$ cat src/rtl/zsc_pkg.sv
package zsc_pkg;
  typedef enum logic {
    OP_RD = 1'b0,
    OP_WR = 1'b1
  } op_e;
endpackage

$ cat src/rtl/zsc_cmd_pipe.sv
module zsc_cmd_pipe
  import zsc_pkg::*;
#(
  parameter int AW = 6,
  parameter int NB = 4
) (
  input  logic          clk_i,
  input  logic          rst_ni,
  input  logic          cke_ni,
  input  logic [2:0]    cs_i,
  input  logic          wr_i,
  input  logic          adv_i,
  input  logic [NB-1:0] be_i,
  input  logic [AW-1:0] addr_i,
  output logic [AW-1:0] rd_addr_o,
  output logic          dat_valid_o,
  output op_e           dat_op_o,
  output logic [AW-1:0] dat_addr_o,
  output logic [NB-1:0] dat_be_o
);
  localparam int STAGES = 3;
  localparam int LAST   = STAGES - 1;

  logic              last_act_q;
  op_e               last_op_q;
  logic              new_v;
  op_e               new_op;
  logic [STAGES-1:0] v_q;
  op_e               op_q [STAGES];
  logic [AW-1:0]     a_q  [STAGES];
  logic [NB-1:0]     be_q [STAGES];

  always_comb begin
    if (!adv_i) begin
      new_v  = &cs_i;
      new_op = wr_i ? OP_WR : OP_RD;
    end else begin
      new_v  = last_act_q;
      new_op = last_op_q;
    end
  end

  always_ff @(posedge clk_i or negedge rst_ni) begin
    if (!rst_ni) begin
      v_q        <= '0;
      last_act_q <= 1'b0;
      last_op_q  <= OP_RD;
      for (int i = 0; i < STAGES; i++) begin
        op_q[i] <= OP_RD;
        a_q[i]  <= '0;
        be_q[i] <= '0;
      end
    end else if (!cke_ni) begin
      if (!adv_i) begin
        last_act_q <= &cs_i;
        last_op_q  <= new_op;
      end
      v_q[0]  <= new_v;
      op_q[0] <= new_op;
      a_q[0]  <= addr_i;
      be_q[0] <= be_i;
      for (int i = 1; i < STAGES; i++) begin
        v_q[i]  <= v_q[i-1];
        op_q[i] <= op_q[i-1];
        a_q[i]  <= a_q[i-1];
        be_q[i] <= be_q[i-1];
      end
    end
  end

  // read address is the stage before the data stage
  assign rd_addr_o   = a_q[LAST-1];
  assign dat_valid_o = v_q[LAST];
  assign dat_op_o    = op_q[LAST];
  assign dat_addr_o  = a_q[LAST];
  assign dat_be_o    = be_q[LAST];

  p_load_gate_r4: assert property (@(posedge clk_i) disable iff (!rst_ni)
    (!cke_ni && !adv_i && !(&cs_i)) |=> !v_q[0]);

  p_cont_idle_r5: assert property (@(posedge clk_i) disable iff (!rst_ni)
    (!cke_ni && adv_i && !last_act_q) |=> !v_q[0]);

  p_shift_r1: assert property (@(posedge clk_i) disable iff (!rst_ni)
    !cke_ni |=> (v_q[LAST] == $past(v_q[LAST-1]) && a_q[LAST] == $past(a_q[LAST-1])));

  p_hold_r3: assert property (@(posedge clk_i) disable iff (!rst_ni)
    cke_ni |=> ($stable(v_q) && $stable(a_q[LAST]) && $stable(last_act_q)));
endmodule

$ cat src/rtl/zsc_store.sv
module zsc_store #(
  parameter int AW = 6,
  parameter int NB = 4
) (
  input  logic            clk_i,
  input  logic            rst_ni,
  input  logic            cke_ni,
  input  logic [AW-1:0]   rd_addr_i,
  input  logic            wr_en_i,
  input  logic [AW-1:0]   wr_addr_i,
  input  logic [NB-1:0]   wr_be_i,
  input  logic [8*NB-1:0] wdata_i,
  output logic [8*NB-1:0] rdata_o
);
  localparam int DEPTH = 1 << AW;
  localparam int DW    = 8 * NB;

  logic [DW-1:0] rd_next;
  logic [NB-1:0] hit;
  logic [DW-1:0] rdata_q;

  for (genvar g = 0; g < NB; g++) begin : g_lane
    logic [7:0] lane_q [DEPTH];

    always_ff @(posedge clk_i) begin
      if (!cke_ni && wr_en_i && wr_be_i[g]) lane_q[wr_addr_i] <= wdata_i[8*g +: 8];
    end

    // bypass the byte committing on this same edge
    assign hit[g] = wr_en_i && wr_be_i[g] && (wr_addr_i == rd_addr_i);
    assign rd_next[8*g +: 8] = hit[g] ? wdata_i[8*g +: 8] : lane_q[rd_addr_i];
  end

  always_ff @(posedge clk_i or negedge rst_ni) begin
    if (!rst_ni)      rdata_q <= '0;
    else if (!cke_ni) rdata_q <= rd_next;
  end

  assign rdata_o = rdata_q;

  p_fwd_r7: assert property (@(posedge clk_i) disable iff (!rst_ni)
    (!cke_ni && wr_en_i && (&wr_be_i) && wr_addr_i == rd_addr_i) |=> rdata_o == $past(wdata_i));

  p_stall_r3: assert property (@(posedge clk_i) disable iff (!rst_ni)
    cke_ni |=> $stable(rdata_o));
endmodule

$ cat src/rtl/zbt_sram_core.sv
module zbt_sram_core
  import zsc_pkg::*;
#(
  parameter int AW = 6,
  parameter int NB = 4
) (
  input  logic            clk_i,
  input  logic            rst_ni,
  input  logic            cke_ni,
  input  logic [2:0]      cs_i,
  input  logic            wr_i,
  input  logic            adv_i,
  input  logic [NB-1:0]   be_i,
  input  logic [AW-1:0]   addr_i,
  input  logic [8*NB-1:0] dq_i,
  input  logic            oe_ni,
  output logic [8*NB-1:0] dq_o,
  output logic            dq_oe_o
);
  logic [AW-1:0] rd_addr;
  logic          dat_valid;
  op_e           dat_op;
  logic [AW-1:0] dat_addr;
  logic [NB-1:0] dat_be;
  logic          wr_commit;

  zsc_cmd_pipe #(.AW(AW), .NB(NB)) u_cmd (
    .clk_i       (clk_i),
    .rst_ni      (rst_ni),
    .cke_ni      (cke_ni),
    .cs_i        (cs_i),
    .wr_i        (wr_i),
    .adv_i       (adv_i),
    .be_i        (be_i),
    .addr_i      (addr_i),
    .rd_addr_o   (rd_addr),
    .dat_valid_o (dat_valid),
    .dat_op_o    (dat_op),
    .dat_addr_o  (dat_addr),
    .dat_be_o    (dat_be)
  );

  assign wr_commit = dat_valid && (dat_op == OP_WR);

  zsc_store #(.AW(AW), .NB(NB)) u_store (
    .clk_i     (clk_i),
    .rst_ni    (rst_ni),
    .cke_ni    (cke_ni),
    .rd_addr_i (rd_addr),
    .wr_en_i   (wr_commit),
    .wr_addr_i (dat_addr),
    .wr_be_i   (dat_be),
    .wdata_i   (dq_i),
    .rdata_o   (dq_o)
  );

  assign dq_oe_o = dat_valid && (dat_op == OP_RD) && !oe_ni;

  p_nodrive_wr_r8: assert property (@(posedge clk_i) disable iff (!rst_ni)
    (!cke_ni && u_cmd.v_q[1] && u_cmd.op_q[1] == OP_WR) |=> !dq_oe_o);

  p_reset_idle_r10: assert property (@(posedge clk_i)
    !rst_ni |-> !dq_oe_o);
endmodule

$ cat config.mk
export PLATFORM = sky130hd
export DESIGN_NAME = zbt_sram_core
export DESIGN_NICKNAME = d
export VERILOG_FILES = /design/src/rtl/zsc_pkg.sv /design/src/rtl/zsc_cmd_pipe.sv /design/src/rtl/zsc_store.sv /design/src/rtl/zbt_sram_core.sv
export SDC_FILE = /design/constraint.sdc
export NUM_CORES = 2
export LEC_CHECK = 0
export BUFFER_PORTS_ARGS = -buffer_cell sky130_fd_sc_hd__clkbuf_2
export CAP_MARGIN = 20
export CORE_MARGIN = 4
export CORE_UTILIZATION = 59
export CTS_BUF_LIST = sky130_fd_sc_hd__clkbuf_8
export CTS_CLUSTER_DIAMETER = 150
export DETAILED_ROUTE_END_ITERATION = 10
export PLACE_DENSITY = 0.77
export SETUP_SLACK_MARGIN = 0.4
export SLEW_MARGIN = 0
export SYNTH_ARGS = -nofsm -noshare
export SYNTH_HDL_FRONTEND = slang
export SYNTH_HIERARCHICAL = 1
export SYNTH_SLANG_ARGS = --single-unit
export TNS_END_PERCENT = 20
$ cat constraint.sdc
create_clock -name clk_i -period 2.5 [get_ports clk_i]
set_input_delay 0.25 -clock clk_i [delete_from_list [all_inputs] [get_ports clk_i]]
set_output_delay 0.25 -clock clk_i [all_outputs]
set_load 0.005 [all_outputs]
# Word-level counts from Yosys, hierarchy flattened
# Memories as Yosys holds them, arrays and structs flattened. A register that Yosys moved wholly into a read port is not among the register bits.
# Index checks and enable logic that the tools add are counted.
totals:
  reg_bits: 38
  latchBits: 0
  ramBits: 2048
  mem_bits_ro: 0
  in_bits: 51
  output_inout_bits: 33
  elab_cells: 50
  memories: 4
memory_table:
  columns: ["name", "depth", "width", "rd", "rd_ports_with_merged_regs", "wr", "line_no", "source"]
  rows:
  - ["u_store.g_lane[0].lane_q", 64, 8, 1, 1, 1, "zsc_store.sv:23", "logic [7:0] lane_q [DEPTH];"]
  - ["u_store.g_lane[1].lane_q", 64, 8, 1, 1, 1, "zsc_store.sv:23", null]
  - ["u_store.g_lane[2].lane_q", 64, 8, 1, 1, 1, "zsc_store.sv:23", null]
  - ["u_store.g_lane[3].lane_q", 64, 8, 1, 1, 1, "zsc_store.sv:23", null]
classes:
  add_sub_neg: 0
  n_mul: 0
  div: 0
  n_lt_le_gt_ge: 0
  eq_ne: 0
  shifts: 0
  muxes: 11
  bitwise_logic: 3
  reduce_logical: 20
ops:
  columns: ["op", "n"]
  rows:
  - ["$mux W1", 11]
  - ["$logic_not A1 Y1", 10]
  - ["$logic_and A1 B1 Y1", 8]
  - ["$not A1 Y1", 3]
  - ["$reduce_and A3 Y1", 1]
  - ["$reduce_and A2 Y1", 1]

# Logic depth before layout (Yosys ltp)
depth:
  word_depth: 5
  depth_mapped: 12
  mapped_depth_nobuf: 6

# Modules after synthesis
# The synthesis kept the hierarchy.
by_module_without_submodules:
  columns: ["mod", "instances", "cells_each", "area_per_inst_um2", "seq_area_each_um2"]
  rows:
  - ["zsc_store", 1, 3657, 80731.2, 62299.8]
  - ["zsc_cmd_pipe", 1, 99, 1540.2, 925.9]
  - ["zbt_sram_core", 1, 2, 20.0, 0.0]

# Least setup slack after synthesis
# OpenSTA, ideal clock, no wires.
synth_path:
  kind: "register to register"
  from: "register u_cmd.a_q (netlist bit u_cmd/rd_addr_o[0])"
  to: "register u_store.rdata_q[17] (netlist: u_store/rdata_o[17]), read port of u_store.g_lane[2].lane_q"
  setup_ps: 145
  arrival_ps: 2373
  required_ps: 2355
  path_slack_ps: -18
  path_stages_with_launch: 10
  path_buffers: 5
  synth_period_minus_slack_ps: 2518
  cell_sequence: "dfrtp_1 -> buf_4 -> buf_6 -> buf_2 -> buf_4 -> buf_4 -> mux4_2 -> mux4_2 -> nand2_1 -> o311ai_1"
synth_rtl:
  columns: ["element", "line_no", "source"]
  rows:
  - ["start: declaration", "zsc_cmd_pipe.sv:30", "logic [AW-1:0] a_q [STAGES];"]
  - ["start signal: indexed assignment", "zsc_cmd_pipe.sv:65", "a_q[i] <= a_q[i-1];"]
  - ["end: declaration", "zsc_store.sv:20", "logic [DW-1:0] rdata_q;"]

==> impl_metrics.csv <==
group,metric,value,unit
run_status,status,"finished, violations left",
run_status,violations,"setup timing",
critical_path,crit_fanout,7,
sta,max-slew-margin-rel,0.320,
cts,clk_pin_slew,80,ps
power_and_ir_drop,power_frac_seq,0.509,
final_layout,layout_commonest_cell,"edfxtp_1",
final_layout,fin_nets,4819,
cts,h-tree-depth,5,
sta,finalHoldViolations,0,
routing,firstDrtPassIters,8,
routing,wirelength,226000,microns
floorplanning,die_h,381,microns
cts,cts.sinks,2117,
routing,drc,0,
power_and_ir_drop,peakVddDrop,0.489,mV
final_layout,syn2layout_area_growth,20.4,%
place,gp_congestion,0.952,
power_and_ir_drop,swShare,0.250,
critical_path,cp.required,3340,ps
synthesis,synth_top_area_cell,"edfxtp_1",
sta,tightest_slew,1020,ps
synthesis,synth_top_cell_area_share,0.747,
global_route,grt_max_degree,90,
synthesis,syn_inst,3758,
floorplanning,coreArea,138000,sq um
power_and_ir_drop,p_switching,19.5,mW
sta,final-max-slew-violation-count,0,
synthesis,syn_nets,3809,
routing,via_per_inst,6.61,
place,dp_slack,-285,ps
final_layout,final_layout_size_suffix_gt1_frac,0.424,
routing,ant_nets,0,
routing,first_iter_violations,7093,
floorplanning,fp.dieArea,146000,sq um
cts,cts_tree,"built",
power_and_ir_drop,pwr-share-clk,0.343,
floorplanning,io_pins,84,
synthesis,synthesis.area,82300,sq um
sta,finClkSkew,92.5,ps
critical_path,cp-end-kind,"register",
final_layout,layout_common_cells,"edfxtp_1, buf_4, mux4_2, clkbuf_8, nor2_1",
critical_path,cp-start-kind,"register",
final_layout,instances_no_fill,6877,
place,dp_hpwl,141000,microns
place,postPlaceCellArea,89400,sq um
final_layout,fin_util,0.718,
critical_path,cp_data_arrival_time,3570,ps
global_route,grt_pass1_wl,319000,microns
synthesis,synth_area_leaders,"edfxtp_1, mux4_2, dfrtp_1",
synthesis,yosys_warnings,6,
sta,min_period,2730,ps
critical_path,critPathKind,"register to register",
cts,cts_buffers,336,
sta,rsz0062_at_grt,"yes",
floorplanning,start_util,0.596,
global_route,grt_pass1_vias,45458,
global_route,antenna_found_initial,6,
power_and_ir_drop,leakage,33.1,nW
cts,clk_latency,1070,ps
sta,clock.fmax,366,MHz
global_route,overflow,0,
routing,num_vias,45474,
sta,worst_slack,-229,ps
sta,period_share,1.09,
place,io_buffers,83,
synthesis,synth.avg_cell_area,21.9,sq um
job,drv_cap,0,
synthesis,synth_edf_count,2048,
synthesis,ys_seq_elements,2117,
final_layout,postLayoutCellArea,99100,sq um
floorplanning,die_x,381,microns
cts,ctsRootBufferMaster,"clkbuf_8",
routing,wl_per_cell,32.9,microns
sta,tns,-4270,ps
power_and_ir_drop,p_comb_frac,0.148,
synthesis,async_flop_share,0.0326,
power_and_ir_drop,intPower,58.4,mW
sta,whs,48.5,ps
floorplanning,rows,136,
hold_path,hold_class,"primary input to register",
global_route,grt_usage,0.307,
synthesis,synth_seq_area_share,0.768,
power_and_ir_drop,finalPower,77.9,mW
place,dp_cells,6098,
synthesis,synth.distinct_cells,60,
power_and_ir_drop,power.density,786,nW/um^2
synthesis,synth-main-ff-cell,"edfxtp_1",
cts,cts_buffer_depth,4,
sta,setup_viol_count_final,32,
## repair_timing
action | CTS | global route
setup endpoints to repair | 1440 | 1912
hold endpoints to repair | 781 | 65
buffers inserted | 44 | 78
resized for setup | 230 | 238
hold buffers | 62 | 1
pin swaps | 13 | 29
cloned | 7 | 2
## critical path, stage by stage, from the launching register on
cell,delay [ps]
dfrtp_4,510
buf_12,150
buf_8,130
buf_12,150
buf_16,150
buf_12,140
mux4_2,460
mux4_2,540
mux2i_4,200
o2111ai_2,110
## Yosys cell counts (5+ instances only)
cell,number
a21oi_1,42
a222oi_1,7
a22oi_1,107
a31oi_1,5
and2_1,5
buf_1,29
buf_2,67
buf_4,42
buf_6,23
clkbuf_1,73
dfrtp_1,69
edfxtp_1,2048
inv_1,6
mux2_2,39
mux2_4,6
mux2i_1,86
mux4_2,556
nand2_1,107
nand2b_1,19
nand3_1,16
nor2_1,270
nor2b_1,8
nor3_1,6
nor3b_1,7
nor4_1,10
o2111ai_1,9
o21ai_0,15
o22ai_1,8
o311ai_1,5
xnor2_1,6
## kinds of logic (layout without fill, tap and decap cells)
logic type	count (synthesis)	after routing	synth area share
AO/OA/AOI/OAI	233	233	0.0203
flip-flops	2117	2117	0.768
buffers and inverters	244	1496	0.0170
multiplexers	689	689	0.170
other	0	4	0
XOR/XNOR	6	6	0.000639
AND/OR/NAND/NOR	469	469	0.0243
## path summary, 6_finish.rpt
kind,from,end,slack (ps),depth (start not counted)
min,dq_i[8],u_store/g_lane[1].lane_q[4][0],50,1
max reg2reg,u_cmd/rd_addr_o[0],u_store/rdata_o[10],-230,9
max,u_cmd/rd_addr_o[0],u_store/rdata_o[10],-230,9
min reg2reg,u_cmd/op_q[1],u_cmd/dat_op_o,500,1
min in group asynchronous,rst_ni,u_store/rdata_o[30],300,4
max in group asynchronous,rst_ni,u_store/rdata_o[5],1820,4
## state kept, by name, indices dropped and copies added (netlist names), 3 cells and up
signal / flops
u_cmd/dat_be_o: 4
u_cmd/rd_addr_o: 6
u_store/g_lane.lane_q: 2048
u_cmd/dat_addr_o: 6
u_cmd/be_q: 8
u_cmd/a_q: 6
u_cmd/v_q: 3
u_store/rdata_o: 32
## metal layers
layer | routed length (microns) | GRT usage | up-vias
met5 | 55 | 0 | -
met2 | 108000 | 0.475 | 3745
met4 | 11500 | 0.131 | 4
li1 | - | - | 17789
met3 | 30900 | 0.0918 | 667
met1 | 75600 | 0.413 | 23269
## final cells by class
cell class                      count  area, sq um
Antenna cell                        4         10.0
Clock buffer                      360         4950
Clock inverter                    220         1000
Fill cell                        7296        38900
Inverter                            6         27.5
Multi-Input combinational cell   1397        18900
Sequential cell                  2117        63200
Tap cell                         1863         2330
Timing Repair Buffer              910         8620
## power groups by stage
| stage | Combinational (mW) | Sequential [mW] | Clock (mW) |
|---|---|---|---|
| 6_report | 11.5 | 39.6 | 26.7 |
| 5_1_grt | 11.9 | 39.6 | 28.8 |
| 4_1_cts | 10.6 | 39.6 | 26.8 |
| 3_5_place_dp | 9.68 | 40.4 | 0 |
| 3_3_place_gp | 9.50 | 40.4 | 0 |
| 2_1_floorplan | 5.77 | 40.1 | 0 |
(Power assumes the default switching activity.)
